--- config.mk ---
export PLATFORM = sky130hd
export DESIGN_NAME = uart_irq_ctrl
export DESIGN_NICKNAME = d
export VERILOG_FILES = /design/src/rtl/uart_irq_pkg.sv /design/src/rtl/irq_evt_latch.sv /design/src/rtl/irq_rx_timeout.sv /design/src/rtl/irq_prio_enc.sv /design/src/rtl/uart_irq_ctrl.sv
export SDC_FILE = /design/constraint.sdc
export NUM_CORES = 1
export LEC_CHECK = 0
export BUFFER_PORTS_ARGS = -buffer_cell sky130_fd_sc_hd__buf_2
export CELL_PAD_IN_SITES_DETAIL_PLACEMENT = 1
export CELL_PAD_IN_SITES_GLOBAL_PLACEMENT = 2
export CORE_UTILIZATION = 31
export DETAILED_ROUTE_END_ITERATION = 6
export HOLD_SLACK_MARGIN = 0.12
export PLACE_DENSITY = 0.81
export REMOVE_ABC_BUFFERS = 1
export SETUP_SLACK_MARGIN = 0.15
export SYNTH_ARGS = -nofsm -noshare
export SYNTH_HDL_FRONTEND = slang
export SYNTH_HIERARCHICAL = 1
export SYNTH_SLANG_ARGS = --single-unit
--- constraint.sdc ---
create_clock -name clk -period 5 [get_ports clk]
set_input_delay 1.25 -clock clk [delete_from_list [all_inputs] [get_ports clk]]
set_output_delay 1.25 -clock clk [all_outputs]
set_load 0.01 [all_outputs]
--- src/rtl/uart_irq_pkg.sv ---
package uart_irq_pkg;

  localparam int NSRC = 7;

  // source index doubles as priority rank: 0 is the most urgent
  typedef enum logic [2:0] {
    SRC_LS = 3'd0,
    SRC_TO = 3'd1,
    SRC_RX = 3'd2,
    SRC_TX = 3'd3,
    SRC_MS = 3'd4,
    SRC_XO = 3'd5,
    SRC_FL = 3'd6
  } irq_src_e;

  localparam logic [5:0] CODE_NONE = 6'h01;
  localparam logic [5:0] CODE_LS   = 6'h06;
  localparam logic [5:0] CODE_TO   = 6'h0C;
  localparam logic [5:0] CODE_RX   = 6'h04;
  localparam logic [5:0] CODE_TX   = 6'h02;
  localparam logic [5:0] CODE_MS   = 6'h00;
  localparam logic [5:0] CODE_XO   = 6'h10;
  localparam logic [5:0] CODE_FL   = 6'h20;

  // enable register bit positions
  localparam int EN_RXD = 0;
  localparam int EN_TXR = 1;
  localparam int EN_LSR = 2;
  localparam int EN_MSR = 3;
  localparam int EN_SLP = 4;
  localparam int EN_XOF = 5;
  localparam int EN_RTS = 6;
  localparam int EN_CTS = 7;

  function automatic logic [5:0] src_code(input int unsigned idx);
    case (idx)
      0:       return CODE_LS;
      1:       return CODE_TO;
      2:       return CODE_RX;
      3:       return CODE_TX;
      4:       return CODE_MS;
      5:       return CODE_XO;
      6:       return CODE_FL;
      default: return CODE_NONE;
    endcase
  endfunction

endpackage

--- src/rtl/irq_evt_latch.sv ---
// Sticky pending bit. EDGE=1: set on any rising bit of src while armed.
// EDGE=0: src is already a pulse. A set beats a clear in the same cycle.
module irq_evt_latch #(
  parameter int W    = 1,
  parameter bit EDGE = 1'b1
) (
  input  logic         clk,
  input  logic         rst_n,
  input  logic [W-1:0] src,
  input  logic         arm,
  input  logic         clr,
  output logic         ev,
  output logic         pend
);

  logic [W-1:0] rise;

  generate
    if (EDGE) begin : g_edge
      logic [W-1:0] src_q;
      always_ff @(posedge clk or negedge rst_n) begin
        if (!rst_n) src_q <= '0;
        else        src_q <= src;
      end
      assign rise = src & ~src_q;
    end else begin : g_pulse
      assign rise = src;
    end
  endgenerate

  assign ev = arm && (|rise);

  always_ff @(posedge clk or negedge rst_n) begin
    if (!rst_n)   pend <= 1'b0;
    else if (ev)  pend <= 1'b1;
    else if (clr) pend <= 1'b0;
  end

  // shared by R4, R7, R8, R9, R10
  a_r4_set_wins: assert property (@(posedge clk) disable iff (!rst_n)
    ev |=> pend);
  a_r4_clear_drops: assert property (@(posedge clk) disable iff (!rst_n)
    (clr && !ev) |=> !pend);
  a_r4_hold: assert property (@(posedge clk) disable iff (!rst_n)
    (!ev && !clr) |=> (pend == $past(pend)));

endmodule

--- src/rtl/irq_rx_timeout.sv ---
module irq_rx_timeout #(
  parameter int FB_W      = 4,
  parameter int TMO_CHARS = 4,
  parameter int TMO_EXTRA = 12
) (
  input  logic            clk,
  input  logic            rst_n,
  input  logic            rx_nonempty,
  input  logic            rx_push,
  input  logic            rhr_rd,
  input  logic            bit_tick,
  input  logic [FB_W-1:0] frame_bits,
  output logic            ev_tmo,
  output logic            tmo_pend
);

  localparam int FB_MAX = (1 << FB_W) - 1;
  localparam int CNT_W  = $clog2(TMO_CHARS * FB_MAX + TMO_EXTRA + 1);

  function automatic logic [CNT_W-1:0] tmo_limit(input logic [FB_W-1:0] fb);
    return CNT_W'(TMO_CHARS * int'(fb) + TMO_EXTRA);
  endfunction

  logic [CNT_W-1:0] cnt;
  logic [CNT_W-1:0] lim;
  logic             restart;

  assign lim     = tmo_limit(frame_bits);
  assign restart = !rx_nonempty || rx_push || rhr_rd;
  assign ev_tmo  = !restart && bit_tick && (cnt == lim - 1'b1);

  always_ff @(posedge clk or negedge rst_n) begin
    if (!rst_n)                    cnt <= '0;
    else if (restart)              cnt <= '0;
    else if (bit_tick && cnt < lim) cnt <= cnt + 1'b1;
  end

  always_ff @(posedge clk or negedge rst_n) begin
    if (!rst_n)      tmo_pend <= 1'b0;
    else if (ev_tmo) tmo_pend <= 1'b1;
    else if (rhr_rd) tmo_pend <= 1'b0;
  end

  a_r6_restart_zero: assert property (@(posedge clk) disable iff (!rst_n)
    restart |=> (cnt == '0));
  a_r6_read_clears: assert property (@(posedge clk) disable iff (!rst_n)
    rhr_rd |=> !tmo_pend);
  a_r6_fire_sets: assert property (@(posedge clk) disable iff (!rst_n)
    ev_tmo |=> (tmo_pend && cnt == $past(lim)));

endmodule

--- src/rtl/irq_prio_enc.sv ---
module irq_prio_enc
  import uart_irq_pkg::*;
#(
  parameter int N = NSRC
) (
  input  logic         clk,
  input  logic         rst_n,
  input  logic [N-1:0] req,
  output logic [5:0]   code,
  output logic [N-1:0] grant
);

  always_comb begin
    code  = CODE_NONE;
    grant = '0;
    for (int i = N - 1; i >= 0; i--) begin
      if (req[i]) begin
        code     = src_code(i);
        grant    = '0;
        grant[i] = 1'b1;
      end
    end
  end

  a_r3_single_grant: assert property (@(posedge clk) disable iff (!rst_n)
    $onehot0(grant));
  a_r3_idle_code: assert property (@(posedge clk) disable iff (!rst_n)
    (grant == '0) |-> (code == CODE_NONE));
  a_r3_top_wins: assert property (@(posedge clk) disable iff (!rst_n)
    req[0] |-> (code == CODE_LS));

endmodule

--- src/rtl/uart_irq_ctrl.sv ---
module uart_irq_ctrl
  import uart_irq_pkg::*;
#(
  parameter int FIFO_DEPTH = 64,
  parameter int FB_W       = 4,
  parameter int TMO_CHARS  = 4,
  parameter int TMO_EXTRA  = 12,
  localparam int LVL_W     = $clog2(FIFO_DEPTH + 1)
) (
  input  logic             clk,
  input  logic             rst_n,
  input  logic             enh_mode,
  input  logic             auto_rts,
  input  logic             auto_cts,
  input  logic             ier_wr,
  input  logic [7:0]       ier_wdata,
  input  logic [3:0]       ls_flags,
  input  logic             lsr_rd,
  input  logic [LVL_W-1:0] rx_level,
  input  logic [LVL_W-1:0] rx_trig,
  input  logic             rx_push,
  input  logic             rhr_rd,
  input  logic             bit_tick,
  input  logic [FB_W-1:0]  frame_bits,
  input  logic [LVL_W-1:0] tx_level,
  input  logic [LVL_W-1:0] tx_trig,
  input  logic             thr_wr,
  input  logic             isr_rd,
  input  logic [3:0]       ms_flags,
  input  logic             msr_rd,
  input  logic             xoff_hit,
  input  logic             cts_in,
  input  logic             rts_out,
  output logic             irq,
  output logic [5:0]       isr_code,
  output logic             sleep_en
);

  // enable register
  logic [7:0] ier_q;
  always_ff @(posedge clk or negedge rst_n) begin
    if (!rst_n)      ier_q <= '0;
    else if (ier_wr) ier_q <= ier_wdata;
  end

  logic en_xof, en_rts, en_cts;
  assign en_xof   = ier_q[EN_XOF] && enh_mode;
  assign en_rts   = ier_q[EN_RTS] && enh_mode;
  assign en_cts   = ier_q[EN_CTS] && enh_mode;
  assign sleep_en = ier_q[EN_SLP] && enh_mode;

  // named events and pending state
  logic ev_ls, ev_ms, ev_tx, ev_xo, ev_cts, ev_rts, ev_tmo;
  logic p_ls, p_ms, p_tx, p_xo, p_cts, p_rts, p_tmo;
  logic rx_cond, tx_cond;
  logic rd_tx_clr, rd_xo_clr;

  assign rx_cond   = (rx_level >= rx_trig) && (rx_level != '0);
  assign tx_cond   = (tx_level <= tx_trig);
  assign rd_tx_clr = thr_wr || (isr_rd && isr_code == CODE_TX);
  assign rd_xo_clr = isr_rd && (isr_code == CODE_XO);

  irq_evt_latch #(.W(4), .EDGE(1'b1)) u_ls (
    .clk(clk), .rst_n(rst_n), .src(ls_flags), .arm(1'b1),
    .clr(lsr_rd), .ev(ev_ls), .pend(p_ls));

  irq_evt_latch #(.W(4), .EDGE(1'b1)) u_ms (
    .clk(clk), .rst_n(rst_n), .src(ms_flags), .arm(1'b1),
    .clr(msr_rd), .ev(ev_ms), .pend(p_ms));

  irq_evt_latch #(.W(1), .EDGE(1'b1)) u_tx (
    .clk(clk), .rst_n(rst_n), .src(tx_cond), .arm(1'b1),
    .clr(rd_tx_clr), .ev(ev_tx), .pend(p_tx));

  irq_evt_latch #(.W(1), .EDGE(1'b0)) u_xo (
    .clk(clk), .rst_n(rst_n), .src(xoff_hit), .arm(1'b1),
    .clr(rd_xo_clr), .ev(ev_xo), .pend(p_xo));

  irq_evt_latch #(.W(1), .EDGE(1'b1)) u_cts (
    .clk(clk), .rst_n(rst_n), .src(cts_in), .arm(auto_cts),
    .clr(msr_rd), .ev(ev_cts), .pend(p_cts));

  irq_evt_latch #(.W(1), .EDGE(1'b1)) u_rts (
    .clk(clk), .rst_n(rst_n), .src(rts_out), .arm(auto_rts),
    .clr(msr_rd), .ev(ev_rts), .pend(p_rts));

  irq_rx_timeout #(
    .FB_W(FB_W), .TMO_CHARS(TMO_CHARS), .TMO_EXTRA(TMO_EXTRA)
  ) u_tmo (
    .clk(clk), .rst_n(rst_n), .rx_nonempty(rx_level != '0),
    .rx_push(rx_push), .rhr_rd(rhr_rd), .bit_tick(bit_tick),
    .frame_bits(frame_bits), .ev_tmo(ev_tmo), .tmo_pend(p_tmo));

  // masking
  logic [NSRC-1:0] masked;
  logic [NSRC-1:0] grant;
  always_comb begin
    masked         = '0;
    masked[SRC_LS] = p_ls    && ier_q[EN_LSR];
    masked[SRC_TO] = p_tmo   && ier_q[EN_RXD];
    masked[SRC_RX] = rx_cond && ier_q[EN_RXD];
    masked[SRC_TX] = p_tx    && ier_q[EN_TXR];
    masked[SRC_MS] = p_ms    && ier_q[EN_MSR];
    masked[SRC_XO] = p_xo    && en_xof;
    masked[SRC_FL] = (p_cts && en_cts) || (p_rts && en_rts);
  end

  irq_prio_enc #(.N(NSRC)) u_enc (
    .clk(clk), .rst_n(rst_n), .req(masked), .code(isr_code), .grant(grant));

  assign irq = |masked;

  a_r11_irq_vs_code: assert property (@(posedge clk) disable iff (!rst_n)
    irq == (isr_code != CODE_NONE));
  a_r2_gated_upper: assert property (@(posedge clk) disable iff (!rst_n)
    !enh_mode |-> (isr_code != CODE_XO && isr_code != CODE_FL && !sleep_en));
  a_r7_status_read_clears: assert property (@(posedge clk) disable iff (!rst_n)
    (isr_rd && isr_code == CODE_TX && !ev_tx) |=> !p_tx);
  a_r10_msr_read_clears: assert property (@(posedge clk) disable iff (!rst_n)
    (msr_rd && !ev_cts && !ev_rts) |=> (!p_cts && !p_rts));
  a_r10_no_edge_when_manual: assert property (@(posedge clk) disable iff (!rst_n)
    (!auto_cts && !auto_rts) |-> (!ev_cts && !ev_rts));
  a_r9_lower_read_keeps: assert property (@(posedge clk) disable iff (!rst_n)
    (p_xo && isr_rd && isr_code != CODE_XO) |=> p_xo);

endmodule

# Word level (Yosys, flattened, before mapping)
# Index checks and enable logic that the tools add are counted.
# totals
regBits	33
inputBits	64
out_inout_bits	8
elab_cells	92
# classes
n_addsub	3
magnitude_cmp	3
n_eq_ne	3
mux	21
bitwise_logic	10
reduce_logical	38
# op_table
op	n
6-bit 2-to-1 mux	7
1-bit logical AND	20
2-bit nonzero test	8
7-bit 2-to-1 mux	2
1-bit 2-to-1 mux	12
4-bit bitwise AND	2
4-bit inverter	2
4-bit OR reduction	2
6-bit by 4-bit adder with 7-bit output, second input constant	1
7-bit by 1-bit adder with 7-bit output, second input constant	1
7-bit == test	1
7-bit >= comparator	1
7-bit <= comparator	1
7-bit less-than comparator	1
7-bit nonzero test	1
7-bit OR reduction	1
7-bit by 1-bit subtractor with 7-bit output, second input constant	1
6-bit by 2-bit == test with 1-bit output, second input constant	1
6-bit by 5-bit == test with 1-bit output, second input constant	1
1-bit logical OR	4
1-bit bitwise AND	3
1-bit inverter	3
1-bit logical NOT	2

# Longest topological paths before layout
# Gate-level depths: netlist (run 1).
# depth
word_depth	15
depth_mapped	14
ltp_nobuf	13

# By module
# Netlist (run 1), hierarchy kept.
# modules_own_cells
mod	n_inst	cells_each	area_per_inst_um2	seq_area_each_um2
uart_irq_ctrl	1	86	764.5	200.2
irq_rx_timeout	1	75	757.0	200.2
irq_evt_latch at u_ls ...	2	12	172.7	125.1
irq_evt_latch at u_cts ...	3	6	73.8	50.0
irq_prio_enc	1	18	157.7	0.0
irq_evt_latch at u_xo	1	4	45.0	25.0

# Least setup slack after synthesis (run 1)
# No wires, ideal clock.
# synth_timing
path_type	input to output
from	input rx_trig[5]
to	output isr_code[4]
t_arrival_ps	3090
required_ps	3750
setup_slack_ps	660
stages	9
n_path_buf	1
cell_sequence	inv_1 ha_1 a21o_1 a221o_1 a31oi_1 nor2_1 or3_1 buf_6 nor4b_4
# synth_via
elab_chain_len	6
# synth_lines
element	line	rtl
start, declared	uart_irq_ctrl.sv:20	input logic [LVL_W-1:0] rx_trig,
7-bit >= comparator	uart_irq_ctrl.sv:58	assign rx_cond = (rx_level >= rx_trig) && (rx_level != '0);
1-bit logical AND	uart_irq_ctrl.sv:58	
1-bit logical AND	uart_irq_ctrl.sv:101	masked[SRC_RX] = rx_cond && ier_q[EN_RXD];
net masked[2]	uart_irq_ctrl.sv:95	logic [NSRC-1:0] masked;
6-bit 2-to-1 mux (3 in series)	irq_prio_enc.sv:17	if (req[i]) begin
end, declared	uart_irq_ctrl.sv:35	output logic [5:0] isr_code,
# The timed path passes the listed nets, and every way through them passes these cells.

# Worst setup path after layout (run 1)
# layout_timing
from	input rx_level[5]
to	output isr_code[4]
# layout_via
elab_chain_len	6
word_cells_on_any_way	7
classes_between	1 x order compare; 3 x mux; 3 x reduce/logical
# layout_lines
element	line	rtl
start, declared	uart_irq_ctrl.sv:19	input logic [LVL_W-1:0] rx_level,
7-bit >= comparator / 7-bit nonzero test (equally long branches)	uart_irq_ctrl.sv:58	
1-bit logical AND (*)	uart_irq_ctrl.sv:58	
1-bit logical AND (*)	uart_irq_ctrl.sv:101	
net masked[2]	uart_irq_ctrl.sv:95	
6-bit 2-to-1 mux (*) (3 in series)	irq_prio_enc.sv:17	
# The timed path passes the listed nets; every way through them passes the cells marked *.

==> results of run 1 <==
==> final timing paths <==
kind	slack, ns	cells after the start	to
max in group asynchronous	3.49	1	ier_q[0]$_DFFE_PN0P_
setup / recovery	0.37	9	isr_code[4]
min in group asynchronous	1.03	1	u_cts/g_edge.src_q$_DFF_PN0_
hold reg to reg	0.43	1	u_rts/pend$_DFFE_PN0P_
setup reg to reg	2.94	7	u_xo/pend$_DFFE_PN0P_
hold / removal	0.43	1	u_rts/pend$_DFFE_PN0P_
==> sequential cells by signal (all words and copies together), names as in the netlist <==
| name | count |
|---|---|
| u_cts/g_edge.src_q | 1 |
| u_tx/pend | 1 |
| u_tx/g_edge.src_q | 1 |
| u_ls/pend | 1 |
| u_tmo/cnt | 7 |
| u_rts/g_edge.src_q | 1 |
| u_rts/pend | 1 |
| ier_q | 8 |
| u_tmo/tmo_pend | 1 |
| u_ls/g_edge.src_q | 4 |
| u_ms/pend | 1 |
| u_xo/pend | 1 |
| u_cts/pend | 1 |
| u_ms/g_edge.src_q | 4 |
==> cell usage in the layout (no fill, tap or decap), types with 6 or more instances in the layout <==
cell type / n
nand2_1: 10
clkbuf_8: 6
mux2_2: 8
dfrtp_1: 33
a21o_1: 7
a21oi_1: 7
nor2_1: 8
nor2b_1: 12
buf_2: 71
inv_1: 27
ha_1: 24
==> area by class of cell <==
| type | count | area, sq um | share of cell area (%) |
|---|---|---|---|
| Clock buffer | 6 | 82.6 | 2.97 |
| Clock inverter | 1 | 7.51 | 0.270 |
| Inverter | 27 | 101 | 3.64 |
| Sequential cell | 33 | 826 | 29.7 |
| Timing Repair Buffer | 71 | 355 | 12.8 |
| Multi-Input combinational cell | 155 | 1290 | 46.3 |
| Tap cell | 96 | 120 | 4.32 |
==> metal layers <==
metal / global-route usage, % / share of wire [%] / vias up
met5: 0 / 0 / -
met4: 2.73 / 0.42 / 0
met3: 3.71 / 4.9 / 3
met2: 26.0 / 50 / 42
met1: 17.7 / 44 / 882
li1: - / - / 909
==> worst max-delay path, cell delays in order <==
cell and delay [ns]:
buf_2 0.11, ha_1 0.30, a21o_1 0.18, a221o_1 0.34
a31oi_1 0.20, nor2_1 0.09, or3_1 0.48, nor4b_4 0.26
buf_2 0.18
==> through the flow <==
step           cells  setup slack [ns]  power, mW  area (sq um)
6_report         389             0.369      0.644          2780
5_1_grt          389             0.222      0.688          2780
3_5_place_dp     382             0.357      0.451          2690
3_3_place_gp     382             0.386      0.445          2690
4_1_cts          389             0.344      0.657          2780
2_1_floorplan    215             0.658      0.386          2220
==> power breakdown <==
group | internal (mW) | leakage [nW] | total [mW] | switching [mW]
Clock | 0.109 | 0.0433 | 0.202 | 0.0936
Combinational | 0.0718 | 0.948 | 0.149 | 0.0776
Sequential | 0.284 | 0.403 | 0.292 | 0.00793
==> results.py, run 1 <==
metrics = {
    "clock_tree": {
        "cts_tree": "yes",
        "path_clk_slew_ns": 0.06,
        "cts_max_level": 2,
        "ctsResizeCount": 0,
        "cts-buffers-inserted": 5,
        "clk_latency_ns": 0.28,
        "cts-hold-fix-buffers": 0,
        "cts_buffer_depth": 2,
        "post_cts_buffers": 0,
        "root_buffer": "clkbuf_8",
        "numClockSinks": 33,
    },
    "worst_setup_path": {
        "cp.arrival_ns": 3.38,
        "critPathLaunchType": "input pin",
        "rr_startpoint": "u_ls/pend$_DFFE_PN0P_",
        "cp-end-kind": "primary output",
        "required_ns": 3.75,
        "critPathLaunch": "rx_level[5]",
        "worst-setup-path-type": "input pin to primary output",
        "crit_fanout": 5,
    },
    "cells_and_area": {
        "final_util_pct": 40.5,
        "syn_to_final_growth_pct": 25.0,
        "diodes": 0,
        "finalNetCount": 381,
        "nFillCells": 828,
        "drive_gt1_share_pct": 34.1,
    },
    "place": {
        "port-buffer-count": 71,
        "gp_congestion": 0.696,
        "dp_hpwl_um": 4220,
    },
    "sta": {
        "worstMarginPinSlew_ns": 0.737,
        "relSlewSlack_pct": 50.9,
        "finalSetupTns_ns": 0,
        "finalSetupViolCount": 0,
        "slew_violations": 0,
        "rsz0062_at_grt": "false",
        "max_clock_freq_mhz": 216,
        "fin_skew_ns": 0.00914,
        "hold_violations": 0,
        "whs_ns": 0.428,
        "finalCritPeriodShare_pct": 92.6,
        "finalCriticalPeriod_ns": 4.63,
    },
    "detailed_routing": {
        "drc": 0,
        "vias_per_cell": 4.72,
        "vias": 1836,
        "drtIter0Drc": 27,
        "wl_per_cell_um": 12.8,
        "drt-pass1-iter-count": 4,
        "wl_um": 4990,
        "ant_nets": 0,
    },
    "global_routing": {
        "grt_overflow": 0,
        "grt_usage_pct": 14.5,
        "grt_pass1_vias": 1918,
        "grt_first_pass_wirelength_um": 8490,
        "grt_max_degree": 34,
        "antenna_found_initial": 0,
    },
    "floorplanning": {
        "io_pins": 72,
        "initial_core_util_pct": 32.4,
        "die_w_um": 86.7,
        "die_h_um": 86.7,
        "core_area_sq_um": 6870,
        "die_area_sq_um": 7520,
        "row_count": 30,
    },
    "power_and_ir_drop": {
        "p_leak_nw": 1.39,
        "vdd_drop_max_uv": 121,
        "power_density_nw_per_um2": 232,
    },
    "run": {
        "max-cap-violations": 0,
    },
    "synth": {
        "yosysWarnings": 6,
        "synth_area_per_cell_sq_um": 10.4,
        "syn-cell-area_sq_um": 2230,
        "syn-instance-count": 215,
    },
    "run_status": {
        "outcome": "finished clean",
    },
    "worst_hold_path": {
        "hp-start": "u_rts/g_edge.src_q$_DFF_PN0_",
        "hp-class": "flop to flop",
    },
}
Note: power is estimated with default switching activity, not from simulation.
==> inputs of run 2 (changes only) <==
PLACE_DENSITY = 0.92   (was 0.81)
clock period = 4.9 ns   (was 5 ns; I/O delays follow)
==> run 2 against run 1 <==
- hold slack better by 0.0058 ns
- utilization is 0.38 points higher
- sequential cell count stayed put
- combinational power hardly changed
- clock power is 26% higher
- cell area is 0.94% higher
- non-clock buffer count stayed put
- clock skew is 0.0052 ns lower
- routed wire length is 2.5% lower
- die area stayed put
- global-route usage is 0.71 points lower
- sequential share of layout area is 0.28 points lower
- highest routed layer unchanged
==> results.py, run 2 (synthesis results as in run 1) <==
metrics = {
    "global_routing": {
        "antenna_found_initial": 0,
        "grt_max_degree": 34,
        "grt_pass1_vias": 1895,
        "grtUsageMet2_pct": 26.0,
        "grt_first_pass_wirelength_um": 8100,
        "grtUsageMet1_pct": 15.9,
        "grt_usage_pct": 13.8,
        "grt_overflow": 0,
        "busiest_layer": "met2",
        "met3_usage_pct": 2.67,
    },
    "sta": {
        "finalCritPeriodShare_pct": 92.7,
        "relSlewSlack_pct": 52.1,
        "rsz0062_at_grt": "false",
        "finalSetupViolCount": 0,
        "finalSetupTns_ns": 0,
        "fin_skew_ns": 0.00395,
        "max_clock_freq_mhz": 220,
        "hold_violations": 0,
        "worstMarginPinSlew_ns": 0.719,
        "setup_slack_ns": 0.357,
        "slew_violations": 0,
        "finalCriticalPeriod_ns": 4.54,
    },
    "cells_and_area": {
        "syn_to_final_growth_pct": 26.1,
        "largest_reg_flops": 8,
        "fin_area_sq_um": 2810,
        "drive_gt1_share_pct": 34.0,
        "regMostFlops": "ier_q",
        "diodes": 0,
        "reg_top3": "ier_q x8, u_tmo/cnt x7",
        "finalNetCount": 381,
        "final_util_pct": 40.9,
        "final_common_cell": "buf_2",
        "nFillCells": 833,
        "most-common-layout-cells": "buf_2, dfrtp_1, inv_1",
    },
    "place": {
        "dp_hpwl_um": 4230,
        "port-buffer-count": 71,
        "dp_slack_ns": 0.342,
        "post_dp_cell_area_sq_um": 2690,
        "gp_congestion": 0.729,
    },
    "floorplanning": {
        "core_area_sq_um": 6870,
        "die_area_sq_um": 7520,
        "row_count": 30,
        "die_h_um": 86.7,
        "initial_core_util_pct": 32.4,
        "die_w_um": 86.7,
        "io_pins": 72,
    },
    "detailed_routing": {
        "ant_nets": 0,
        "vias": 1817,
        "vias_per_cell": 4.66,
        "wl_um": 4870,
        "drtIter0Drc": 35,
        "drt-pass1-iter-count": 2,
        "wl_per_cell_um": 12.5,
        "drc": 0,
    },
    "worst_setup_path": {
        "crit_family": "simple AND/OR/NAND/NOR gates",
        "rr_startpoint": "u_tmo/cnt[3]$_DFFE_PN0P_",
        "r2r_cells": 6,
        "cp.arrival_ns": 3.32,
        "crit_buf_inv": 2,
        "cp-end-kind": "primary output",
        "worst-setup-path-type": "input pin to primary output",
        "crit_fanout": 5,
        "rrSetupSlack_ns": 2.84,
        "cpPeakStageDelay_ns": 0.47,
        "critPathLaunchType": "input pin",
        "required_ns": 3.67,
        "cpMaxStageDelayCell": "or3_1",
        "cp_common_cell": "buf_2",
        "path_cells": "buf_2 -> ha_1 -> and3_2 -> a221o_1 -> a31oi_1 -> nor2_1 -> or3_1 -> nor4_4 -> buf_2",
        "r2r_end": "u_tmo/cnt[5]$_DFFE_PN0P_",
    },
    "power_and_ir_drop": {
        "p_leak_nw": 1.41,
        "swShare_pct": 24.8,
        "finalPower_uw": 704,
        "p_int_uw": 529,
        "p_clk_share_pct": 36.2,
        "combPwrFrac_pct": 21.4,
        "power_density_nw_per_um2": 251,
        "power_frac_seq_pct": 42.4,
        "p_sw_uw": 175,
        "vdd_drop_max_uv": 159,
    },
    "run_status": {
        "outcome": "finished clean",
    },
    "worst_hold_path": {
        "hold-path-endpoint": "u_tx/pend$_DFFE_PN0P_",
        "hp-class": "flop to flop",
        "hp-start": "u_tx/g_edge.src_q$_DFF_PN0_",
        "whs_path_depth": 1,
    },
    "clock_tree": {
        "cts-hold-fix-buffers": 0,
        "ctsResizeCount": 0,
        "cts_max_level": 2,
        "root_buffer": "clkbuf_8",
        "numClockSinks": 33,
        "cts_buffer_depth": 2,
        "cts_tree": "yes",
        "post_cts_buffers": 0,
        "path_clk_slew_ns": 0.06,
        "clk_latency_ns": 0.27,
        "cts-buffers-inserted": 5,
    },
    "run": {
        "max-cap-violations": 0,
    },
}
## run 2: changes by cell type in the layout (fill, tap and decap cells not counted), sizes merged
cell	previous run	this run
bufinv	0	1
clkinvlp	1	0
clkbuf	6	7
## run 2: through the flow
stage,cells,hold slack [ns]
final,390,0.434
after floorplan,215,0.413
after CTS,390,0.437
after detailed placement,382,0.428
after global routing,390,0.452
after global placement,382,0.414
## run 2: layer usage
layer | share of wire [%] | up-vias
met1 | 44 | 867
met5 | 0 | -
met4 | 0.57 | 0
met3 | 3.1 | 4
met2 | 53 | 39
li1 | - | 907
## run 2: power by group through the flow
| stage | Clock (mW) | Combinational, mW | Sequential [mW] |
|---|---|---|---|
| 6_report | 0.255 | 0.151 | 0.298 |
| 5_1_grt | 0.276 | 0.170 | 0.301 |
| 4_1_cts | 0.265 | 0.154 | 0.299 |
| 3_5_place_dp | 0 | 0.154 | 0.304 |
| 3_3_place_gp | 0 | 0.148 | 0.303 |
| 2_1_floorplan | 0 | 0.0930 | 0.301 |
## run 2: final cells by class
cell class | count | area [sq um] | share of cell area, %
Timing Repair Buffer | 71 | 355 | 12.7
Inverter | 27 | 101 | 3.61
Clock inverter | 1 | 30.0 | 1.07
Sequential cell | 33 | 826 | 29.4
Tap cell | 96 | 120 | 4.28
Clock buffer | 7 | 86.3 | 3.07
Multi-Input combinational cell | 155 | 1290 | 45.9
## run 2: how the worst max path moves through the flow
stage,from,to,slack (ns),cells after the start
floorplan,rx_trig[5],isr_code[5],0.61,8
global placement,rx_level[5],isr_code[5],0.39,9
detailed placement,rx_level[5],isr_code[5],0.34,9
CTS,rx_level[5],isr_code[5],0.35,9
global route,rx_level[5],isr_code[5],0.24,9
finish,rx_level[5],isr_code[5],0.36,9
==> inputs of run 3 (changes only) <==
ABC_AREA = 1   (was unset)
CORE_ASPECT_RATIO = 0.7   (was unset)
CORE_MARGIN = 4   (was unset)
CORE_UTILIZATION = 29   (was 31)
PLACE_DENSITY = 0.93   (was 0.92)
==> run 3 against run 2 <==
- synthesized cell count increased by 51%
- clock power is 42% higher
- critical path depth grew 3
- final cell count is 30% higher
- synthesized area grew 8.5%
- register-to-register slack better by 0.38 ns
- sequential share of layout area shrank 2.5 points
- sequential cell count unchanged
- power increased by 17%
- utilization decreased by 2.4 points
- highest routed layer unchanged
==> results.py, run 3 <==
metrics = {
    "global_routing": {
        "grt_overflow": 0,
        "grt_usage_pct": 12.8,
        "grt_first_pass_wirelength_um": 10300,
        "grt_pass1_vias": 2309,
        "antenna_found_initial": 0,
        "grt_max_degree": 34,
    },
    "cells_and_area": {
        "drive_gt1_share_pct": 26.9,
        "final_common_cell": "nand2_1",
        "fin_area_sq_um": 3070,
        "regMostFlops": "ier_q",
        "syn_to_final_growth_pct": 27.0,
        "most-common-layout-cells": "nand2_1, buf_2, inv_1",
        "diodes": 0,
        "finalNetCount": 492,
        "final_util_pct": 38.5,
        "reg_top3": "ier_q x8, u_tmo/cnt x7",
        "largest_reg_flops": 8,
    },
    "detailed_routing": {
        "vias_per_cell": 4.40,
        "drtIter0Drc": 101,
        "drt-pass1-iter-count": 6,
        "vias": 2226,
        "ant_nets": 0,
        "wl_per_cell_um": 11.7,
        "drc": 0,
        "wl_um": 5910,
    },
    "sta": {
        "hold_violations": 0,
        "finalSetupTns_ns": 0,
        "slew_violations": 0,
        "finalSetupViolCount": 0,
        "finalCriticalPeriod_ns": 3.79,
        "fin_skew_ns": 0.00173,
        "finalCritPeriodShare_pct": 77.3,
        "worstMarginPinSlew_ns": 0.866,
        "relSlewSlack_pct": 42.0,
        "max_clock_freq_mhz": 264,
        "setup_slack_ns": 1.11,
        "rsz0062_at_grt": "false",
    },
    "worst_hold_path": {
        "hp-start": "u_xo/pend$_DFFE_PN0P_",
        "hp-class": "flop to flop",
        "whs_path_depth": 2,
        "hold-path-endpoint": "u_xo/pend$_DFFE_PN0P_",
    },
    "worst_setup_path": {
        "cpPeakStageDelay_ns": 0.30,
        "rrSetupSlack_ns": 3.22,
        "r2r_cells": 10,
        "critPathLaunch": "rx_level[2]",
        "crit_buf_inv": 4,
        "r2r_end": "u_tmo/cnt[5]$_DFFE_PN0P_",
        "cpMaxStageDelayCell": "ha_1",
        "path_cells": "buf_2 -> ha_1 -> a21oi_1 -> nand2_1 -> nand2_1 -> nand2_1 -> nand2_1 -> inv_1 -> inv_2 -> nand3_4 -> nor2_1 -> buf_2",
        "cp_common_cell": "nand2_1",
        "rr_startpoint": "u_tmo/cnt[4]$_DFFE_PN0P_",
        "required_ns": 3.67,
        "cp.arrival_ns": 2.56,
        "worst-setup-path-type": "input pin to primary output",
        "crit_fanout": 5,
        "critPathLaunchType": "input pin",
        "crit_family": "simple AND/OR/NAND/NOR gates",
        "cp-end-kind": "primary output",
    },
    "floorplanning": {
        "row_count": 27,
        "die_h_um": 84.3,
        "die_area_sq_um": 9870,
        "initial_core_util_pct": 30.3,
        "core_area_sq_um": 7970,
        "io_pins": 72,
        "die_w_um": 117,
    },
    "synth": {
        "syn-cell-area_sq_um": 2410,
        "syn-instance-count": 325,
        "yosysWarnings": 6,
        "synth_area_per_cell_sq_um": 7.43,
    },
    "power_and_ir_drop": {
        "p_int_uw": 614,
        "swShare_pct": 25.6,
        "p_leak_nw": 1.85,
        "combPwrFrac_pct": 19.7,
        "power_density_nw_per_um2": 269,
        "vdd_drop_max_uv": 188,
        "p_sw_uw": 211,
        "p_clk_share_pct": 44.0,
        "power_frac_seq_pct": 36.3,
        "finalPower_uw": 825,
    },
    "clock_tree": {
        "root_buffer": "clkbuf_16",
        "clk_latency_ns": 0.27,
        "ctsResizeCount": 0,
        "cts_buffer_depth": 2,
        "cts-hold-fix-buffers": 0,
        "cts_tree": "yes",
        "post_cts_buffers": 0,
        "cts_max_level": 2,
        "path_clk_slew_ns": 0.05,
        "numClockSinks": 33,
        "cts-buffers-inserted": 5,
    },
    "place": {
        "port-buffer-count": 71,
        "post_dp_cell_area_sq_um": 2890,
        "gp_congestion": 0.719,
        "dp_slack_ns": 1.08,
        "dp_hpwl_um": 5150,
    },
    "run": {
        "max-cap-violations": 0,
    },
    "run_status": {
        "outcome": "finished clean",
    },
}
-- run 3: worst max-delay path by stage --
stage / end / cells after the start
final: isr_code[0] / 12
after global routing: isr_code[0] / 12
after CTS: isr_code[0] / 12
after detailed placement: isr_code[0] / 12
after global placement: isr_code[0] / 12
after floorplan: isr_code[0] / 11
-- run 3: final cells by class --
type                    count  area [sq um]
flip-flops and latches     33           826
clock buffers               6           139
clock inverters             2          37.5
multi-input cells         223          1320
repair buffers             71           355
inverters                  70           263
fillers                  1015          4900
well taps                 101           126
-- run 3: worst min-delay path: stages (launching register included) --
cell     delay, ns
dfrtp_1       0.34
nand2_1       0.06
nand2_1       0.05
-- run 3: layer usage --
layer | share of wire, % | GRT usage [%]
met1 | 49 | 18.0
met2 | 45 | 20.2
met3 | 4.9 | 2.59
met4 | 0.52 | 2.50
met5 | 0 | 0
-- run 3: through the flow --
| step | cells | hold WS (ns) |
|---|---|---|
| finish | 506 | 0.490 |
| global route | 506 | 0.531 |
| CTS | 506 | 0.488 |
| detailed placement | 498 | 0.479 |
| global placement | 498 | 0.464 |
| floorplan | 326 | 0.442 |
-- run 3: power groups by stage --
stage | Combinational [mW] | Sequential (mW) | Clock, mW
after floorplan | 0.0988 | 0.301 | 0
after global placement | 0.160 | 0.303 | 0
after detailed placement | 0.166 | 0.304 | 0
after CTS | 0.167 | 0.299 | 0.374
after global routing | 0.191 | 0.301 | 0.388
final | 0.163 | 0.299 | 0.363
